$ cat src/rtl/stkcall_pkg.sv
package stkcall_pkg;

    localparam int REQ_W = 4;
    localparam int RA_W  = 24;

    typedef enum logic [1:0] {
        OP_PUSH = 2'd0,
        OP_POP  = 2'd1,
        OP_CALL = 2'd2,
        OP_RET  = 2'd3
    } stk_op_e;

    typedef enum logic {
        ST_IDLE = 1'b0,
        ST_XFER = 1'b1
    } seq_st_e;

    typedef struct packed {
        logic [1:0] len;
        logic [2:0] cost;
    } op_info_t;

    function automatic stk_op_e decode_req(input logic [REQ_W-1:0] req);
        if (req[3])      return OP_RET;
        else if (req[2]) return OP_CALL;
        else if (req[1]) return OP_POP;
        else             return OP_PUSH;
    endfunction

    function automatic op_info_t op_info(input stk_op_e op, input logic wide);
        op_info_t r;
        case (op)
            OP_CALL: begin r.len = 2'(2 + wide); r.cost = 3'(2 + wide); end
            OP_RET:  begin r.len = 2'(2 + wide); r.cost = 3'(3 + wide); end
            default: begin r.len = 2'd1;         r.cost = 3'd1;         end
        endcase
        return r;
    endfunction

    function automatic logic writes_mem(input stk_op_e op);
        return (op == OP_PUSH) || (op == OP_CALL);
    endfunction

endpackage

$ cat src/rtl/stkcall_ram.sv
module stkcall_ram #(
    parameter int ADDR_W = 8
) (
    input  logic              clk,
    input  logic              we,
    input  logic [ADDR_W-1:0] addr,
    input  logic [7:0]        wdata,
    output logic [7:0]        rdata
);
    localparam int DEPTH = 1 << ADDR_W;

    logic [7:0] mem [DEPTH];

    always_ff @(posedge clk) begin
        if (we) mem[addr] <= wdata;
    end

    assign rdata = mem[addr];

endmodule

$ cat src/rtl/stkcall_ptr.sv
module stkcall_ptr #(
    parameter int ADDR_W = 8
) (
    input  logic              clk,
    input  logic              rst,
    input  logic [ADDR_W-1:0] mask,
    input  logic              start,
    input  logic              grow_down,
    input  logic [1:0]        len,
    output logic [ADDR_W-1:0] sp,
    output logic [ADDR_W-1:0] base
);
    logic [ADDR_W-1:0] sp_q, base_q, len_ext, sp_d;

    assign len_ext = ADDR_W'(len);
    assign sp_d    = grow_down ? ((sp_q - len_ext) & mask)
                               : ((sp_q + len_ext) & mask);

    always_ff @(posedge clk) begin
        if (rst) begin
            sp_q   <= mask;
            base_q <= '0;
        end else if (start) begin
            sp_q   <= sp_d;
            base_q <= grow_down ? sp_q : sp_d;
        end
    end

    assign sp   = sp_q;
    assign base = base_q;

endmodule

$ cat src/rtl/stkcall_seq.sv
module stkcall_seq
    import stkcall_pkg::*;
#(
    parameter int PC_W  = 22,
    parameter int OFS_W = 12
) (
    input  logic             clk,
    input  logic             rst,
    input  logic [REQ_W-1:0] req,
    input  logic [7:0]       wr_byte,
    input  logic [OFS_W-1:0] call_ofs,
    input  logic [PC_W-1:0]  cur_pc,
    input  logic             wide,
    input  logic [7:0]       rd_byte,
    output logic             start,
    output logic             grow_down,
    output logic [1:0]       len,
    output logic [1:0]       idx,
    output logic             ram_we,
    output logic [7:0]       ram_wdata,
    output logic             busy,
    output logic             done,
    output logic [PC_W-1:0]  next_pc,
    output logic [7:0]       pop_byte,
    output logic [2:0]       extra
);
    seq_st_e          state;
    stk_op_e          op_q, op_d;
    op_info_t         info_d;
    logic [1:0]       len_q, idx_q;
    logic [2:0]       cost_q;
    logic [RA_W-1:0]  payload_q, acc_q, acc_next;
    logic [PC_W-1:0]  target_q, ret_addr, target_d;
    logic             accept, last;

    assign accept   = (state == ST_IDLE) && (|req);
    assign op_d     = decode_req(req);
    assign info_d   = op_info(op_d, wide);
    assign ret_addr = cur_pc + PC_W'(1);
    assign target_d = ret_addr + {{(PC_W-OFS_W){call_ofs[OFS_W-1]}}, call_ofs};
    assign last     = (idx_q == (len_q - 2'd1));

    always_comb begin
        acc_next = acc_q;
        acc_next[{idx_q, 3'b000} +: 8] = rd_byte;
    end

    assign start     = accept;
    assign grow_down = writes_mem(op_d);
    assign len       = info_d.len;
    assign idx       = idx_q;
    assign busy      = (state == ST_XFER);
    assign ram_we    = busy && writes_mem(op_q);
    assign ram_wdata = payload_q[{idx_q, 3'b000} +: 8];

    always_ff @(posedge clk) begin
        if (rst) begin
            state     <= ST_IDLE;
            op_q      <= OP_PUSH;
            len_q     <= 2'd1;
            cost_q    <= 3'd0;
            idx_q     <= 2'd0;
            payload_q <= '0;
            acc_q     <= '0;
            target_q  <= '0;
            done      <= 1'b0;
            next_pc   <= '0;
            pop_byte  <= '0;
            extra     <= '0;
        end else begin
            done <= 1'b0;
            case (state)
                ST_IDLE: begin
                    if (accept) begin
                        op_q      <= op_d;
                        len_q     <= info_d.len;
                        cost_q    <= info_d.cost;
                        idx_q     <= 2'd0;
                        acc_q     <= '0;
                        payload_q <= (op_d == OP_CALL) ? RA_W'(ret_addr)
                                                       : RA_W'(wr_byte);
                        target_q  <= target_d;
                        state     <= ST_XFER;
                    end
                end
                default: begin
                    acc_q <= acc_next;
                    if (last) begin
                        state <= ST_IDLE;
                        done  <= 1'b1;
                        extra <= cost_q;
                        case (op_q)
                            OP_POP:  pop_byte <= rd_byte;
                            OP_RET:  next_pc  <= PC_W'(acc_next);
                            OP_CALL: next_pc  <= target_q;
                            default: ;
                        endcase
                    end else begin
                        idx_q <= idx_q + 2'd1;
                    end
                end
            endcase
        end
    end

endmodule

$ cat src/rtl/stkcall_unit.sv
module stkcall_unit
    import stkcall_pkg::*;
#(
    parameter int ADDR_W = 8,
    parameter int PC_W   = 22,
    parameter int OFS_W  = 12
) (
    input  logic              clk,
    input  logic              rst,
    input  logic [3:0]        op_req,
    input  logic [7:0]        wr_byte,
    input  logic [OFS_W-1:0]  call_ofs,
    input  logic [PC_W-1:0]   cur_pc,
    input  logic              wide_pc,
    input  logic [ADDR_W-1:0] size_mask,
    output logic [PC_W-1:0]   next_pc,
    output logic [7:0]        pop_byte,
    output logic              op_done,
    output logic              busy,
    output logic [2:0]        extra_cycles,
    output logic [ADDR_W-1:0] sp
);
    logic              start, grow_down, ram_we;
    logic [1:0]        len, idx;
    logic [7:0]        ram_wdata, ram_rdata;
    logic [ADDR_W-1:0] base, ram_addr;

    stkcall_seq #(.PC_W(PC_W), .OFS_W(OFS_W)) u_seq (
        .clk       (clk),
        .rst       (rst),
        .req       (op_req),
        .wr_byte   (wr_byte),
        .call_ofs  (call_ofs),
        .cur_pc    (cur_pc),
        .wide      (wide_pc),
        .rd_byte   (ram_rdata),
        .start     (start),
        .grow_down (grow_down),
        .len       (len),
        .idx       (idx),
        .ram_we    (ram_we),
        .ram_wdata (ram_wdata),
        .busy      (busy),
        .done      (op_done),
        .next_pc   (next_pc),
        .pop_byte  (pop_byte),
        .extra     (extra_cycles)
    );

    stkcall_ptr #(.ADDR_W(ADDR_W)) u_ptr (
        .clk       (clk),
        .rst       (rst),
        .mask      (size_mask),
        .start     (start),
        .grow_down (grow_down),
        .len       (len),
        .sp        (sp),
        .base      (base)
    );

    assign ram_addr = (base + ADDR_W'(idx)) & size_mask;

    stkcall_ram #(.ADDR_W(ADDR_W)) u_ram (
        .clk   (clk),
        .we    (ram_we),
        .addr  (ram_addr),
        .wdata (ram_wdata),
        .rdata (ram_rdata)
    );

endmodule

$ cat config.mk
export PLATFORM = sky130hd
export DESIGN_NAME = stkcall_unit
export DESIGN_NICKNAME = d
export VERILOG_FILES = /design/src/rtl/stkcall_pkg.sv /design/src/rtl/stkcall_ram.sv /design/src/rtl/stkcall_ptr.sv /design/src/rtl/stkcall_seq.sv /design/src/rtl/stkcall_unit.sv
export SDC_FILE = /design/constraint.sdc
export NUM_CORES = 2
export LEC_CHECK = 0
export ABC_AREA = 1
export BUFFER_PORTS_ARGS = -buffer_cell sky130_fd_sc_hd__buf_2
export CAP_MARGIN = 20
export CORE_MARGIN = 2
export CORE_UTILIZATION = 55
export DETAILED_ROUTE_END_ITERATION = 8
export PLACE_DENSITY = 0.8
export SLEW_MARGIN = 0
export SYNTH_ARGS = -nofsm -noshare
export SYNTH_HDL_FRONTEND = slang
export SYNTH_SLANG_ARGS = --single-unit
$ cat constraint.sdc
create_clock -name clk -period 16 [get_ports clk]
set_input_delay 4.8 -clock clk [delete_from_list [all_inputs] [get_ports clk]]
set_output_delay 4.8 -clock clk [all_outputs]
set_load 0.1 [all_outputs]
==> flow_summary.toml <==
[critical_path]
timing.critical_path.fanout_max = 156
cp_slowest_stage_delay_ns = 0.95
crit_path_top_delay_cell = "sky130_fd_sc_hd__buf_4"
critPathMostFrequentCell = "sky130_fd_sc_hd__nand2_1"
critical_path.cell_chain = "buf_4 > nand2_8 > buf_4 > buf_4 > buf_4 > o21ai_0 > nand2_1 > nand3_1 > nand3_1 > nand2_1 > nand2_1 > nand2_1 > nor2_1 > nor2_1 > nor2_2 > nand3_1 > nand3_1 > nand2_1 > a21oi_1"
worst_r2r_startpoint = "u_seq.idx[1]$_SDFFE_PP0P_"
cp-start-kind = "input pin"
cp-startpoint = "size_mask[0]"
endpoint = "u_seq.next_pc[12]$_SDFFE_PP0P_"
critPathKind = "input pin to flop"
worst_ep_arrival_time_ns = 9.91
cp-end-kind = "flop"
regToRegEndpoint = "u_ram.mem[255][5]$_DFFE_PP_"
cp_top_family = "buffers and inverters"
worstPathRequired_ns = 16.77
timing.critical_path.depth = 19
crit_buf_inv = 4
rrSetupSlack_ns = 9.83
reg2reg_depth = 10

[cells_and_area]
final_net_count = 9370
final-instance-count-excl-fill = 11800
final.fill_count = 13100
drive_gt1_share_pct = 5.51
final_cell_area_um2 = 103000
area.growth.synth_to_final_pct = 9.07

[yosys]
synth.cell_area_um2 = 94800
postSynthNetCount = 9492
yosysSeqAreaShare_pct = 67.6
synthesis.instances = 9397
synthesis.yosys.warnings = 0
ys_top_cells_by_area = "sky130_fd_sc_hd__edfxtp_1, sky130_fd_sc_hd__nand2_1, sky130_fd_sc_hd__nand3_1, sky130_fd_sc_hd__inv_1, sky130_fd_sc_hd__o21ai_0"
asyncSetResetFlopFracSynth_pct = 0
synth_top_cell_by_area = "sky130_fd_sc_hd__edfxtp_1"
synth_area_per_cell_um2 = 10.1
synth_enable_flop_cells = 2056
synth_top_cell_area_share_pct = 65.1
ys_seq_elements = 2174
yosysUniqueCellTypes = 41
synth.cells.most_frequent = "sky130_fd_sc_hd__nand2_1, sky130_fd_sc_hd__edfxtp_1, sky130_fd_sc_hd__inv_1, sky130_fd_sc_hd__nand3_1, sky130_fd_sc_hd__o21ai_0"
synth_flop_cell = "sky130_fd_sc_hd__edfxtp_1"
most_used_standard_cell_by_instance_count_after_synthesis = "sky130_fd_sc_hd__nand2_1"

[global_routing]
track_usage_pct = 27.8
grt_antenna_before_repair = 8
grt_overflow = 0
maximum_number_of_pins_on_one_net_before_global_route_repair = 277
via_count_of_the_first_global_routing_pass = 64000
grt_first_pass_wirelength_mm = 373

[clock_network]
clk_path_buf_depth = 3
post_cts_resize_count = 0
cts_tree = "yes"
cts.sink_count = 2174
htree_num_levels = 4
cts.reportedPaths.clkPinSlew_ns = 0.06
clk_latency_ns = 0.85
cts_hold_repair.buffers = 0
clock_tree.root_cell = "sky130_fd_sc_hd__clkbuf_16"
cts_setup_buffers = 0
numCtsBuffers = 200

[timing]
timing.final.hold_violations = 0
drv_slew = 0
achievable-frequency_mhz = 109
timing.final.crit_period_ns = 9.14
max_slew.worst_pin.slew_ns = 1.23
setup_tns_final_ns = 0
final_period_utilization_pct = 57.1
relSlewSlack_pct = 17.4
clock_skew_ns = 0.0286
worst_slack_ns = 6.86
rsz0062_at_grt = "false"
setup_viol = 0

[pwr]
total_leakage_power_nw = 42.3
vdd_drop_max_mv = 0.108
total_power_mw = 13.2
power_density_nw_per_um2 = 128

[detailed_routing]
final_antenna_net_count = 0
routed_via_density = 5.73
route.final.wire_length_mm = 248
pre_antenna_drt_iters = 6
m1WireLength_mm = 91.3
top_layer_used = "met5"
detail_route_met2_wl_mm = 116
drc = 0
route.vias.total = 67400
post_drt_wl_per_cell_um = 21.1
initialDrtViolationCount = 10200
met3_length_mm = 29.5

[placement]
dp_hpwl_mm = 141
place_congestion = 0.916
buffer_ports.inserted = 99
placed_cells_incl_taps = 11400
placedInstanceArea_um2 = 97000
dp_worst_setup_slack_ns = 6.17

[outcome]
run_status = "finished, final reports clean"

[floorplanning]
io-pin-count = 100
fp.dieArea_um2 = 176000
floorplan.core_area_um2 = 172000
num_rows = 152
die_height_um = 419
initial_utilization_pct = 55.3
die_w_um = 419

[min_path]
holdCritPathClass = "flop to flop"

[flow_run]
maxCapViolCount = 0
## report_power, final
part	leakage (nW)	internal [mW]	switching, mW	total [mW]
combinational	19.4	0.398	1.57	1.97
sequential	19.7	6.54	0.0204	6.56
clock	3.10	2.62	2.06	4.69
## per-stage QoR
step	hold slack (ns)	util, %
2_1_floorplan	0.423	-
3_3_place_gp	0.441	56.5
3_5_place_dp	0.449	56.5
4_1_cts	0.465	60.2
5_1_grt	0.483	60.3
6_report	0.466	60.3
## layout by cell type (no fill, tap or decap), types with 37 or more instances in the layout
master and n:
sky130_fd_sc_hd__inv_1 1247, sky130_fd_sc_hd__clkinv_1 51, sky130_fd_sc_hd__edfxtp_1 2056, sky130_fd_sc_hd__nor2_1 628
sky130_fd_sc_hd__clkbuf_16 206, sky130_fd_sc_hd__clkbuf_1 37, sky130_fd_sc_hd__clkinv_2 39, sky130_fd_sc_hd__buf_2 98
sky130_fd_sc_hd__a21oi_1 117, sky130_fd_sc_hd__nand3_1 990, sky130_fd_sc_hd__nand2_1 2650, sky130_fd_sc_hd__o21ai_1 127
sky130_fd_sc_hd__dfxtp_1 118, sky130_fd_sc_hd__buf_4 78, sky130_fd_sc_hd__o21ai_0 753
## kinds of logic (layout without fill, tap and decap cells)
group	Yosys count	in the layout	share of synthesized area, %
and+or+nand+nor	4331	4331	18.6
buffers and inverters	1768	1811	7.34
AOI/OAI and AO/OA	1053	1053	5.67
adders and majority gates	38	38	0.525
DFF	2174	2174	67.6
xor gates and xnor gates	31	31	0.286
muxes	2	2	0.0211
other	0	6	0
## state kept, by name, indices dropped and copies added (netlist names)
signal,count
u_seq.acc_q,22
u_seq.extra,3
u_ptr.base,8
u_seq.pop_byte,8
u_seq.done,1
u_seq.busy,1
u_seq.next_pc,22
u_seq.cost_q,3
u_seq.target_q,22
u_seq.op_q,2
u_seq.payload_q,22
u_seq.idx,2
u_seq.len_q,2
u_ptr.sp,8
u_ram.mem,2048
## area by class of cell
class                           instances  area [um2]  share of cell area (%)
Multi-Input combinational cell       5455       24000                    23.2
Timing Repair Buffer                  189        1360                    1.31
Tap cell                             2310        2890                    2.79
Inverter                             1255        4730                    4.57
Sequential cell                      2174       64100                    62.0
Clock buffer                          243        5290                    5.12
Antenna cell                            6        15.0                  0.0145
Clock inverter                        124        1070                    1.04
## worst reg2reg max path, delay by kind of cell (launching register included)
kind | cells | cell delay (ns)
adder cells (fa/ha/maj) | 1 | 0.53
AND/OR/NAND/NOR | 6 | 3.22
buffers and inverters | 3 | 1.55
flip-flops | 1 | 0.49
## per-layer routing
layer	vias up	global-route usage (%)
li1	30700	-
met1	31700	36.7
met2	4327	44.2
met3	629	5.90
met4	4	13.1
met5	-	0
## how the worst min path moves through the flow
stage / startpoint / end / slack (ns) / depth (start not counted)
2_1_floorplan: u_seq.payload_q[0]$_SDFFE_PP0P_ / u_seq.payload_q[0]$_SDFFE_PP0P_ / 0.42 / 2
3_3_place_gp: u_seq.payload_q[1]$_SDFFE_PP0P_ / u_seq.payload_q[1]$_SDFFE_PP0P_ / 0.44 / 2
3_5_place_dp: u_seq.payload_q[1]$_SDFFE_PP0P_ / u_seq.payload_q[1]$_SDFFE_PP0P_ / 0.45 / 2
4_1_cts: u_seq.payload_q[1]$_SDFFE_PP0P_ / u_seq.payload_q[1]$_SDFFE_PP0P_ / 0.47 / 2
5_1_grt: u_seq.len_q[1]$_SDFFE_PP0P_ / u_seq.len_q[1]$_SDFFE_PP0P_ / 0.48 / 2
6_report: u_seq.cost_q[1]$_SDFFE_PP0P_ / u_seq.extra[1]$_SDFFE_PP0P_ / 0.47 / 2
Power figures use the tool's default switching activity.
